--- config.mk ---
export PLATFORM = sky130hd
export DESIGN_NAME = ttm_core
export DESIGN_NICKNAME = d
export VERILOG_FILES = /design/src/rtl/ttm_pkg.sv /design/src/rtl/ttm_imem.sv /design/src/rtl/ttm_srcsel.sv /design/src/rtl/ttm_acc.sv /design/src/rtl/ttm_core.sv
export SDC_FILE = /design/constraint.sdc
export NUM_CORES = 1
export LEC_CHECK = 0
export CORE_AREA = 5 5 292 436
export DETAILED_ROUTE_END_ITERATION = 10
export DIE_AREA = 0 0 297 441
export HOLD_SLACK_MARGIN = 0.05
export PLACE_DENSITY = 0.46
export SYNTH_ARGS = -nofsm -noshare
export SYNTH_HDL_FRONTEND = slang
export SYNTH_SLANG_ARGS = --single-unit
--- constraint.sdc ---
create_clock -name clk -period 6.8 [get_ports clk]
set_input_delay 1.36 -clock clk [delete_from_list [all_inputs] [get_ports clk]]
set_output_delay 1.36 -clock clk [all_outputs]
set_load 0.005 [all_outputs]
--- src/rtl/ttm_pkg.sv ---
// Shared instruction layout for the move-only core.
// Assumes the 16-bit word split: destination, source kind, constant.
package ttm_pkg;
    localparam int INSTR_W = 16;
    localparam int IMM_W   = 12;

    typedef enum logic [1:0] {
        DST_A    = 2'd0,
        DST_B    = 2'd1,
        DST_IP   = 2'd2,
        DST_NONE = 2'd3
    } dst_e;

    typedef enum logic [1:0] {
        SRC_A    = 2'd0,
        SRC_B    = 2'd1,
        SRC_IMM  = 2'd2,
        SRC_IMM2 = 2'd3
    } src_e;

    typedef struct packed {
        dst_e             dst;
        src_e             src;
        logic [IMM_W-1:0] imm;
    } instr_t;
endpackage

--- src/rtl/ttm_imem.sv ---
// Program store: one synchronous write port, one combinational read port.
// Assumes writes happen only while the core is in reset. Contents are not
// cleared by reset.
module ttm_imem #(
    parameter int DEPTH  = 64,
    parameter int WORD_W = 16,
    localparam int AW    = $clog2(DEPTH)
) (
    input  logic              clk,
    input  logic              we,
    input  logic [AW-1:0]     waddr,
    input  logic [WORD_W-1:0] wdata,
    input  logic [AW-1:0]     raddr,
    output logic [WORD_W-1:0] rdata
);
    logic [WORD_W-1:0] store [DEPTH];

    // Capture a program word from the load port.
    always_ff @(posedge clk) begin
        if (we) begin
            store[waddr] <= wdata;
        end
    end

    assign rdata = store[raddr];
endmodule

--- src/rtl/ttm_srcsel.sv ---
// Decoder and source mux: splits the fetched word and picks the value to move.
// Assumes the accumulator inputs are the values held before this cycle's write.
module ttm_srcsel
    import ttm_pkg::*;
#(
    parameter int DATA_W = 16
) (
    input  logic [INSTR_W-1:0] word,
    input  logic [DATA_W-1:0]  acc_a,
    input  logic [DATA_W-1:0]  acc_b,
    output dst_e               dst,
    output logic [DATA_W-1:0]  src_val
);
    instr_t ins;
    assign ins = instr_t'(word);
    assign dst = ins.dst;

    // Choose the moved value from the source kind.
    always_comb begin
        unique case (ins.src)
            SRC_A:   src_val = acc_a;
            SRC_B:   src_val = acc_b;
            default: src_val = {{(DATA_W-IMM_W){1'b0}}, ins.imm};
        endcase
    end
endmodule

--- src/rtl/ttm_acc.sv ---
// Accumulating destination register: each write adds the incoming value.
// Assumes wrap-around arithmetic; no flags are kept.
module ttm_acc #(
    parameter int DATA_W = 16
) (
    input  logic              clk,
    input  logic              rst_n,
    input  logic              wr,
    input  logic [DATA_W-1:0] din,
    output logic [DATA_W-1:0] q
);
    // Clear on reset, otherwise add the incoming value on a write.
    always_ff @(posedge clk) begin
        if (!rst_n) begin
            q <= '0;
        end else if (wr) begin
            q <= q + din;
        end
    end
endmodule

--- src/rtl/ttm_core.sv ---
// Move-only core: fetch, decode and retire one move per clock.
// Writes to A/B accumulate; a write to the instruction pointer is a jump.
// Assumes the program is loaded while rst_n is low.
module ttm_core
    import ttm_pkg::*;
#(
    parameter int DEPTH  = 64,
    parameter int DATA_W = 16,
    localparam int AW    = $clog2(DEPTH)
) (
    input  logic               clk,
    input  logic               rst_n,
    input  logic               load_en,
    input  logic [AW-1:0]      load_addr,
    input  logic [INSTR_W-1:0] load_word,
    output logic [DATA_W-1:0]  acc_a,
    output logic [DATA_W-1:0]  acc_b,
    output logic [AW-1:0]      ip
);
    logic [AW-1:0]      ip_q;
    logic [INSTR_W-1:0] fetched;
    dst_e               dec_dst;
    logic [DATA_W-1:0]  src_val;
    logic [DATA_W-1:0]  acc_q [2];

    ttm_imem #(
        .DEPTH  (DEPTH),
        .WORD_W (INSTR_W)
    ) u_imem (
        .clk   (clk),
        .we    (load_en),
        .waddr (load_addr),
        .wdata (load_word),
        .raddr (ip_q),
        .rdata (fetched)
    );

    ttm_srcsel #(
        .DATA_W (DATA_W)
    ) u_srcsel (
        .word    (fetched),
        .acc_a   (acc_q[0]),
        .acc_b   (acc_q[1]),
        .dst     (dec_dst),
        .src_val (src_val)
    );

    for (genvar g = 0; g < 2; g++) begin : g_acc
        ttm_acc #(
            .DATA_W (DATA_W)
        ) u_acc (
            .clk   (clk),
            .rst_n (rst_n),
            .wr    (dec_dst == ((g == 0) ? DST_A : DST_B)),
            .din   (src_val),
            .q     (acc_q[g])
        );
    end

    // Advance the instruction pointer, or jump to the moved value.
    always_ff @(posedge clk) begin
        if (!rst_n) begin
            ip_q <= '0;
        end else if (dec_dst == DST_IP) begin
            ip_q <= src_val[AW-1:0];
        end else begin
            ip_q <= ip_q + 1'b1;
        end
    end

    assign acc_a = acc_q[0];
    assign acc_b = acc_q[1];
    assign ip    = ip_q;
endmodule

# Word-level counts from Yosys, hierarchy flattened
# Memory sizes are Yosys's and may differ from the RTL's. A register that Yosys moved wholly into a read port is not among the register bits.
# Cells that the tools add are included.
[word_totals]
register_bits = 38
ram_bits = 1024
input_bits = 25
memories = 1
[classes]
add_sub_neg = 3
n_eq_ne = 3
mux = 5
reduce_logical = 2
[memory_table]
columns = ["name", "depth", "word_bits", "rd", "rd_clocked_by_memory_dff", "write_ports", "line", "source"]
rows = [
  ["u_imem.store", 64, 16, 1, 1, 1, "ttm_imem.sv:16", "logic [WORD_W-1:0] store [DEPTH];"],
]
[op_table]
columns = ["operator", "n"]
rows = [
  ["$add 16x16->16", 2],
  ["$pmux 16 s2", 1],
  ["$mux 6", 2],
  ["$add 6x1->6 const B", 1],
  ["$eq 2x1->1 const B", 2],
  ["$logic_not 2->1", 2],
  ["$eq 2x2->1 const B", 1],
  ["$mux 1", 2],
]

# Longest topological paths before layout
# Gate-level depths: netlist of run 1.
[logic_depth]
word_depth = 4
depth_mapped = 21

# Hierarchy
# From an unflattened synthesis of run 1, not the netlist that was laid out.
[unflattened]
cells_unflattened = 2201
hier_area_um2 = 43026.3
[modules_own_cells]
columns = ["module", "n_inst", "cells_each", "area_per_inst_um2", "seq_area_each_um2"]
rows = [
  ["ttm_imem", 1, 1813, 39721.8, 30749.5],
  ["ttm_acc", 2, 153, 1338.8, 320.3],
  ["ttm_srcsel", 1, 51, 341.6, 0.0],
  ["ttm_core", 1, 31, 285.3, 120.1],
]

# Worst setup path after synthesis of run 1
# OpenSTA, ideal clock, no wires.
[synth_timing]
path_kind = "reg-to-reg"
start = "register ip[0] (netlist name)"
end = "register g_acc[1].u_acc.q[14]"
setup_time_ps = 120
arrival_time_ps = 5038
required_time_ps = 6680
slack_ps = 1642
stages_incl_launch_ff = 21
n_path_buf = 3
path_cell_list = "dfxtp_1 > buf_6 > buf_8 > buf_6 > mux4_2 > mux2i_1 > mux2i_1 > o22ai_1 > nor2_4 > mux2i_1 > o21ai_0 > ha_1 > fa_1 > a21o_1 > a21oi_1 > o21bai_1 > a2111oi_0 > nor4_1 > nor4b_1 > nor4b_2 > o31a_1"
[synth_lines]
columns = ["element", "line", "source"]
rows = [
  ["to (signal assigned)", "ttm_acc.sv:17", "q <= q + din;"],
  ["to (decl)", "ttm_acc.sv:10", "output logic [DATA_W-1:0] q"],
]

==> results of run 1 <==
==> layout make-up <==
cell class | count | area (um2) | area share [%]
multi-input combinational | 814 | 10600 | 21.7
clock inverter | 60 | 529 | 1.08
inverter | 11 | 42.5 | 0.0869
sequential | 1062 | 31500 | 64.4
antenna | 2 | 5.00 | 0.0102
timing repair buffer | 177 | 1520 | 3.10
clock buffer | 123 | 2700 | 5.51
tap | 1600 | 2000 | 4.09
==> where the power goes <==
| group | total [uW] | switching [uW] | internal (uW) |
|---|---|---|---|
| Combinational | 5350 | 2880 | 2470 |
| Clock | 5570 | 2400 | 3180 |
| Sequential | 7560 | 273 | 7290 |
==> logic make-up after synthesis <==
group / Yosys count / share of synthesized area (%)
and+or+nand+nor: 225 / 2.46
AOI/OAI and AO/OA: 110 / 1.82
xor gates and xnor gates: 26 / 0.534
DFF: 1062 / 73.9
muxes: 416 / 18.7
adders and majority gates: 37 / 1.12
buffers and inverters: 109 / 1.50
==> cell usage after synthesis (6+ instances only) <==
cell	number	area [um2]
sky130_fd_sc_hd__edfxtp_1	1024	30700
sky130_fd_sc_hd__mux4_2	305	6870
sky130_fd_sc_hd__nor2_1	111	417
sky130_fd_sc_hd__mux2i_1	107	1070
sky130_fd_sc_hd__dfxtp_1	38	761
sky130_fd_sc_hd__ha_1	35	438
sky130_fd_sc_hd__nand2_1	34	128
sky130_fd_sc_hd__buf_2	28	140
sky130_fd_sc_hd__clkbuf_1	28	105
sky130_fd_sc_hd__a21oi_1	26	130
sky130_fd_sc_hd__nand3_1	23	115
sky130_fd_sc_hd__buf_4	22	165
sky130_fd_sc_hd__o21ai_0	22	110
sky130_fd_sc_hd__xnor2_1	15	131
sky130_fd_sc_hd__buf_6	12	135
sky130_fd_sc_hd__nor2b_1	12	75.1
sky130_fd_sc_hd__xor2_1	11	96.3
sky130_fd_sc_hd__a21o_1	9	67.6
sky130_fd_sc_hd__inv_1	9	33.8
sky130_fd_sc_hd__nor3_1	7	35.0
sky130_fd_sc_hd__o211ai_1	7	52.6
sky130_fd_sc_hd__a211oi_1	6	45.0
sky130_fd_sc_hd__buf_1	6	22.5
sky130_fd_sc_hd__nand2b_1	6	37.5
==> path summary, 6_finish.rpt <==
path,from,endpoint,depth (start not counted)
min reg2reg,g_acc[0].u_acc.q[15],g_acc[0].u_acc.q[15],2
min,g_acc[0].u_acc.q[15],g_acc[0].u_acc.q[15],2
max,ip[0],g_acc[1].u_acc.q[14],19
max reg2reg,ip[0],g_acc[1].u_acc.q[14],19
==> per-stage QoR <==
step / setup slack (ns) / instance area [um2]
2_1_floorplan: 1.64 / 42700
3_3_place_gp: 0.694 / 45700
3_5_place_dp: 0.567 / 45700
4_1_cts: 0.559 / 48900
5_1_grt: 0.0497 / 48900
6_report: 0.670 / 48900
==> sequential cells by signal, summed over array words and instances, names as in the netlist <==
signal and count:
g_acc.u_acc.q 32, u_imem.store 1024, ip 6
==> worst register-to-register path: cells and delay by family, from the launching register on <==
family	cells	cell delay, ns
AOI/OAI and AO/OA	8	2.15
and+or+nand+nor	4	1.17
adders and majority gates	2	0.74
DFF	1	0.72
muxes	3	0.67
buffers and inverters	2	0.58
==> per-layer routing <==
metal  up-vias  global-route usage [%]
met1     11200                    21.9
met2       461                    31.2
met3       113                    2.37
li1       8659                       -
met5         -                       0
met4         0                    4.92
==> placed cells by master (no fill, tap or decap), drive strengths merged, types with 4 or more instances in the layout <==
cell type      instances
mux4                 305
edfxtp              1024
o21ai                 24
nor3                   7
inv                    9
or2                    4
o31ai                  4
clkinv                48
nand3                 23
clkinvlp               4
nor2b                 12
nand2                 34
a2111oi                4
buf                  131
dfxtp                 38
a21oi                 27
xor2                  11
mux2i                108
ha                    35
o211ai                 8
clkdlybuf4s50         46
o21bai                 4
xnor2                 15
a31oi                  6
nor2                 113
bufinv                10
nand2b                 6
a211oi                 9
clkbuf               123
or3                    4
a21o                   9
==> implementation parameters, run 1 <==
Parameter                              Value

Final layout
  Ratio of cells with drive above 1 in the final layout    between 20% and 30%
  Fin cells    between 3000 and 4000
  Net count, final    between 2000 and 2500
  Total of fill cells in the finished design    10900
  Area growth from synthesis to layout    14.7%
  Final Util    between 30% and 40%

CTS
  CTS tree    built
  Number of levels the H-tree was split into    3
  Cell at the root of the clock tree    sky130_fd_sc_hd__clkbuf_16
  Post-cts repair resize count    0
  Post-CTS Hold Buffers    0
  TritonCTS buffer count    100
  Clock transition at the registers of the reported paths    roughly 0.07 ns
  Number of clock sinks    1062
  Bufs on Longest Clock Path    3
  Setup Buffers After CTS    0
  Clk_lat worst skew    approximately 0.7 ns

Timing
  Smallest hold slack    between 0.5 and 0.6 ns
  Worst setup skew after layout    0.0313 ns
  Post-route minimum period    between 6 and 7 ns
  Summed negative setup slack over all endpoints    0 ns
  Number of hold-slack violations in the final timing report    0
  Total count of max-transition violations in the final report    0
  Normalized max-slew margin    ~8.6%
  Post-route clock period utilization    about nine tenths
  Final setup vio count    0
  Unrepaired setup endpoints after global routing    false
  Worst-margin pin slew    between 1 and 1.5 ns
  Max Fclk    163 MHz

Setup path
  Start-to-end type of the worst setup path    flop to flop
  Startpoint class of the critical path    flop
  Family with the most delay on the worst path    compound AO/OA/AOI/OAI gates
  Crit-path max cell delay    around 0.72 ns
  FF-to-FF setup slack    about 0.67 ns
  Most used cell along the critical path    sky130_fd_sc_hd__mux2i_1
  CP Data Arrival Time    roughly 6.7 ns
  Master of the slowest instance on the critical path    sky130_fd_sc_hd__dfxtp_4
  Series of cell instances along the critical path    buf_12 -> mux4_2 -> mux2i_1 -> o211ai_1 -> o22ai_1 -> buf_4 -> nor2_4 -> mux2i_1 -> o21ai_0 -> ha_1 -> fa_1 -> a21o_1 -> a21oi_1 -> o21bai_1 -> a2111oi_0 -> nor4_1 -> nor4b_1 -> nor4b_2 -> o31a_1
  CP required    about 7.4 ns
  Type of destination of the critical path    flop
  Maximum fanout count along the critical path    31
  Sum of buffers and inverters on the critical path    2

Detailed routing
  WL met3    4500 um
  Wire length after detailed routing    around 110000 um
  Wirelength per Cell    slightly below 30 um
  Highest metal layer used by the detailed router    met4
  Count of routing violations after the opening detailed-route iteration    around 1500
  Residual antenna-violating net count after detailed routing    0
  Sum of met2 wire segment lengths after detailed routing    about 61000 um
  Post-Route M1 WL    ~47000 um
  Vias per cell    between 5 and 6
  Pre-antenna DRT Iters    5
  Overall via count from detail_route    slightly above 20000
  DRC viols    0

Floorplan
  Initial Util    approximately a third
  Width of the chip    about 300 um
  Total Die Area    about 130000 um2
  Number of I/O pins    between 60 and 70
  Height of the chip    roughly 440 um
  Number of placement rows    roughly 160
  Total core area    123000 um2

Synth
  Main synth FF type    sky130_fd_sc_hd__edfxtp_1
  Post-synthesis area per instance    approximately 21 um2
  Post-synth EDFFs    1024
  Mapped Area    42700 um2
  Count of cell types in the netlist    70
  Proportion of register bits with asynchronous set or reset after synthesis    0%
  Syn. warnings    0
  Synthesized net count    between 2000 and 2500
  Synthesized instance count    between 1500 and 2000
  Post-synthesis register bit count    about 1100
  Sequential-to-total area share from yosys stat    around three quarters

Placement
  Input/output buffers    62
  Total placed cells including tap cells    3664
  HPWL after detailed placement    between 60000 and 70000 um
  Placer Congestion    0.835

Pwr
  Worst IR drop on VDD    around 0.00023 V
  P per Cell Area    ~380 nW/um2
  Standby leakage power    about 0.015 uW
  Total power after layout    between 15000 and 20000 uW

Outcome
  Outcome    finished, final reports clean

GRT
  Maximum number of pins on one net before global-route repair    65
  Number of antenna violations at the first check in global routing    5
  Overall Global Routing Usage    17.3%
  First-pass GRT wire length    around 160000 um
  Overflow after GRT    0
  Vias in the first global route    between 20000 and 25000

Job
  MaxCap Viol Count    0

Hold path
  Kind of path behind the tightest hold check    flop to flop
Power figures use the tool's default switching activity.
==> inputs of run 2 (changes only) <==
--- a/config.mk
+++ b/config.mk
@@ -5,11 +5,13 @@
 export SDC_FILE = /design/constraint.sdc
 export NUM_CORES = 1
 export LEC_CHECK = 0
+export CELL_PAD_IN_SITES_DETAIL_PLACEMENT = 0
+export CELL_PAD_IN_SITES_GLOBAL_PLACEMENT = 1
 export CORE_AREA = 5 5 292 436
 export DETAILED_ROUTE_END_ITERATION = 10
 export DIE_AREA = 0 0 297 441
 export HOLD_SLACK_MARGIN = 0.05
-export PLACE_DENSITY = 0.46
+export PLACE_DENSITY = 0.53
 export SYNTH_ARGS = -nofsm -noshare
 export SYNTH_HDL_FRONTEND = slang
 export SYNTH_SLANG_ARGS = --single-unit
==> constraint.sdc (replaced) <==
create_clock -name clk -period 5.1 [get_ports clk]
set_input_delay 1.02 -clock clk [delete_from_list [all_inputs] [get_ports clk]]
set_output_delay 1.02 -clock clk [all_outputs]
set_load 0.005 [all_outputs]
==> implementation parameters, run 2 (synthesis gave the netlist of run 1 again) <==
Parameter                              Value

Timing
  Worst-margin pin slew    1.20 ns (was 1.37 ns)
  Unrepaired setup endpoints after global routing    false (unchanged)
  Final setup vio count    0 (unchanged)
  Smallest hold slack    0.513 ns (was 0.525 ns)
  Worst setup skew after layout    0.0288 ns (was 0.0313 ns)
  Post-route minimum period    4.90 ns (was 6.13 ns)
  Post-route worst setup slack    0.198 ns (was 0.670 ns)
  Post-route clock period utilization    96.1% (was 90.2%)
  Normalized max-slew margin    20.3% (was 8.62%)
  Max Fclk    204 MHz (was 163 MHz)
  Number of hold-slack violations in the final timing report    0 (unchanged)
  Summed negative setup slack over all endpoints    0 ns (unchanged)
  Total count of max-transition violations in the final report    0 (unchanged)

Placement
  Total placed cells including tap cells    3748 (was 3664)
  DP Worst Slack    -0.0250 ns (was 0.567 ns)
  Input/output buffers    62 (unchanged)
  HPWL after detailed placement    70000 um (was 69300 um)
  Placer Congestion    0.781 (was 0.835)

CTS
  Number of clock sinks    1062 (unchanged)
  CTS tree    built (unchanged)
  Clk_lat worst skew    0.70 ns (about the same)
  Number of levels the H-tree was split into    3 (unchanged)
  Post-CTS Hold Buffers    0 (unchanged)
  TritonCTS buffer count    98 (was 100)
  Clock transition at the registers of the reported paths    0.07 ns (about the same)
  Bufs on Longest Clock Path    3 (unchanged)
  Cell at the root of the clock tree    sky130_fd_sc_hd__clkbuf_16 (unchanged)

Pwr
  Worst IR drop on VDD    0.000248 V (was 0.000231 V)
  P per Cell Area    511 nW/um2 (was 378 nW/um2)
  Standby leakage power    0.0158 uW (was 0.0153 uW)

GRT
  Overflow after GRT    0 (unchanged)
  Vias in the first global route    22100 (was 21900)
  Maximum number of pins on one net before global-route repair    65 (unchanged)
  Overall Global Routing Usage    17.3% (about the same)
  Number of antenna violations at the first check in global routing    5 (unchanged)
  First-pass GRT wire length    163000 um (was 162000 um)

Setup path
  Maximum fanout count along the critical path    7 (was 31)
  Type of destination of the critical path    flop (unchanged)
  Start-to-end type of the worst setup path    flop to flop (unchanged)
  CP Data Arrival Time    5.48 ns (was 6.72 ns)
  FF-to-FF setup slack    0.20 ns (was 0.67 ns)
  Startpoint class of the critical path    flop (unchanged)
  CP required    5.68 ns (was 7.39 ns)

Outcome
  Outcome    finished, final reports clean (unchanged)

Job
  MaxCap Viol Count    0 (unchanged)

Final layout
  Largest Register    u_imem.store (unchanged)
  Fin cells    3951 (was 3849)
  Most frequent cells in the layout    1024 x sky130_fd_sc_hd__edfxtp_1, 305 x sky130_fd_sc_hd__mux4_2, 192 x sky130_fd_sc_hd__buf_4, 105 x sky130_fd_sc_hd__mux2i_1, 105 x sky130_fd_sc_hd__clkbuf_16 (was 1024 x sky130_fd_sc_hd__edfxtp_1, 305 x sky130_fd_sc_hd__mux4_2, 107 x sky130_fd_sc_hd__mux2i_1, 106 x sky130_fd_sc_hd__buf_4, 105 x sky130_fd_sc_hd__clkbuf_16)
  Total of fill cells in the finished design    10800 (was 10900)
  Final Util    40.5% (was 39.7%)
  Max reg flops    1024 (unchanged)
  Ratio of cells with drive above 1 in the final layout    32.1% (was 28.6%)
  Area growth from synthesis to layout    17.0% (was 14.7%)
  Net count, final    2331 (was 2228)
  Commonest non-fill, non-tap cell in the layout    sky130_fd_sc_hd__edfxtp_1 (unchanged)

Floorplan
  Total Die Area    131000 um2 (unchanged)
  Width of the chip    297 um (unchanged)
  Number of I/O pins    63 (unchanged)
  Total core area    123000 um2 (unchanged)
  Initial Util    34.6% (unchanged)
  Height of the chip    441 um (unchanged)
  Number of placement rows    158 (unchanged)

Detailed routing
  Pre-antenna DRT Iters    4 (was 5)
  Overall via count from detail_route    20700 (was 20400)
  Vias per cell    5.24 (was 5.31)
  DRC viols    0 (unchanged)
  Count of routing violations after the opening detailed-route iteration    1561 (was 1516)
  Wirelength per Cell    29.1 um (was 29.7 um)
  Residual antenna-violating net count after detailed routing    0 (unchanged)
  Wire length after detailed routing    115000 um (was 114000 um)

Hold path
  Kind of path behind the tightest hold check    flop to flop (unchanged)
==> run 2: cell types whose count changed in the layout (fill, tap and decap cells not counted), moves of 5 or more <==
| cell | before | now |
|---|---|---|
| sky130_fd_sc_hd__buf_4 | 106 | 192 |
| sky130_fd_sc_hd__clkinv_1 | 29 | 22 |
| sky130_fd_sc_hd__buf_16 | 0 | 5 |
| sky130_fd_sc_hd__buf_12 | 9 | 16 |
==> run 2: final timing paths <==
| path | end | from | cells past startpoint |
|---|---|---|---|
| setup / recovery | g_acc[1].u_acc.q[14] | ip[0] | 19 |
| hold / removal | g_acc[1].u_acc.q[12] | g_acc[1].u_acc.q[12] | 2 |
| setup reg to reg | g_acc[1].u_acc.q[14] | ip[0] | 19 |
| hold reg to reg | g_acc[1].u_acc.q[12] | g_acc[1].u_acc.q[12] | 2 |
==> run 2: report_power, final <==
group | internal (uW) | total (uW) | switching (uW)
registers | 9710 | 9900 | 190
logic | 4150 | 8430 | 4280
clock network | 3970 | 7170 | 3200
==> run 2: cell type report <==
cell class	count	area (um2)	area share, %
tap	1600	2000	4.01
clock buffer	126	2650	5.31
clock inverter	52	413	0.827
antenna	4	10.0	0.0201
timing repair buffer	282	2620	5.24
sequential	1062	31500	63.2
inverter	11	42.5	0.0852
multi-input combinational	814	10700	21.4
==> run 2: worst max-delay path, stage by stage, from the launching register on <==
cell and delay [ns]:
sky130_fd_sc_hd__dfxtp_4 0.40, sky130_fd_sc_hd__buf_4 0.17, sky130_fd_sc_hd__buf_12 0.15, sky130_fd_sc_hd__mux4_2 0.51, sky130_fd_sc_hd__mux2i_1 0.17, sky130_fd_sc_hd__o32ai_1 0.14
sky130_fd_sc_hd__or4_1 0.68, sky130_fd_sc_hd__nand3_1 0.16, sky130_fd_sc_hd__a31oi_2 0.11, sky130_fd_sc_hd__fa_1 0.41, sky130_fd_sc_hd__a21o_1 0.20, sky130_fd_sc_hd__a21oi_2 0.19
sky130_fd_sc_hd__o21bai_1 0.13, sky130_fd_sc_hd__a2111oi_2 0.39, sky130_fd_sc_hd__buf_4 0.19, sky130_fd_sc_hd__nor4_2 0.05, sky130_fd_sc_hd__nor4b_2 0.27, sky130_fd_sc_hd__buf_4 0.16
sky130_fd_sc_hd__nor4b_2 0.04, sky130_fd_sc_hd__o31a_1 0.27
==> run 2: layer usage <==
metal | part of all wire [%] | vias to the layer above | track usage, %
li1 | - | 8893 | -
met5 | 0.011 | - | 0
met2 | 53 | 437 | 31.8
met3 | 3.8 | 134 | 2.58
met4 | 2.3 | 2 | 4.36
met1 | 40 | 11200 | 21.5
==> run 2: repair_timing <==
action                     4_1_cts  5_1_grt
cloned                           2        4
setup endpoints to repair        1        5
pin swaps                        2        3
buffers inserted                 6        9
gates resized for setup          3       18
==> run 2: through the flow <==
stage	area (um2)	total power, uW
after floorplan	42700	15100
after global placement	46400	18300
after detailed placement	46400	18300
after CTS	49600	25600
after global routing	49900	26600
final	49900	25500
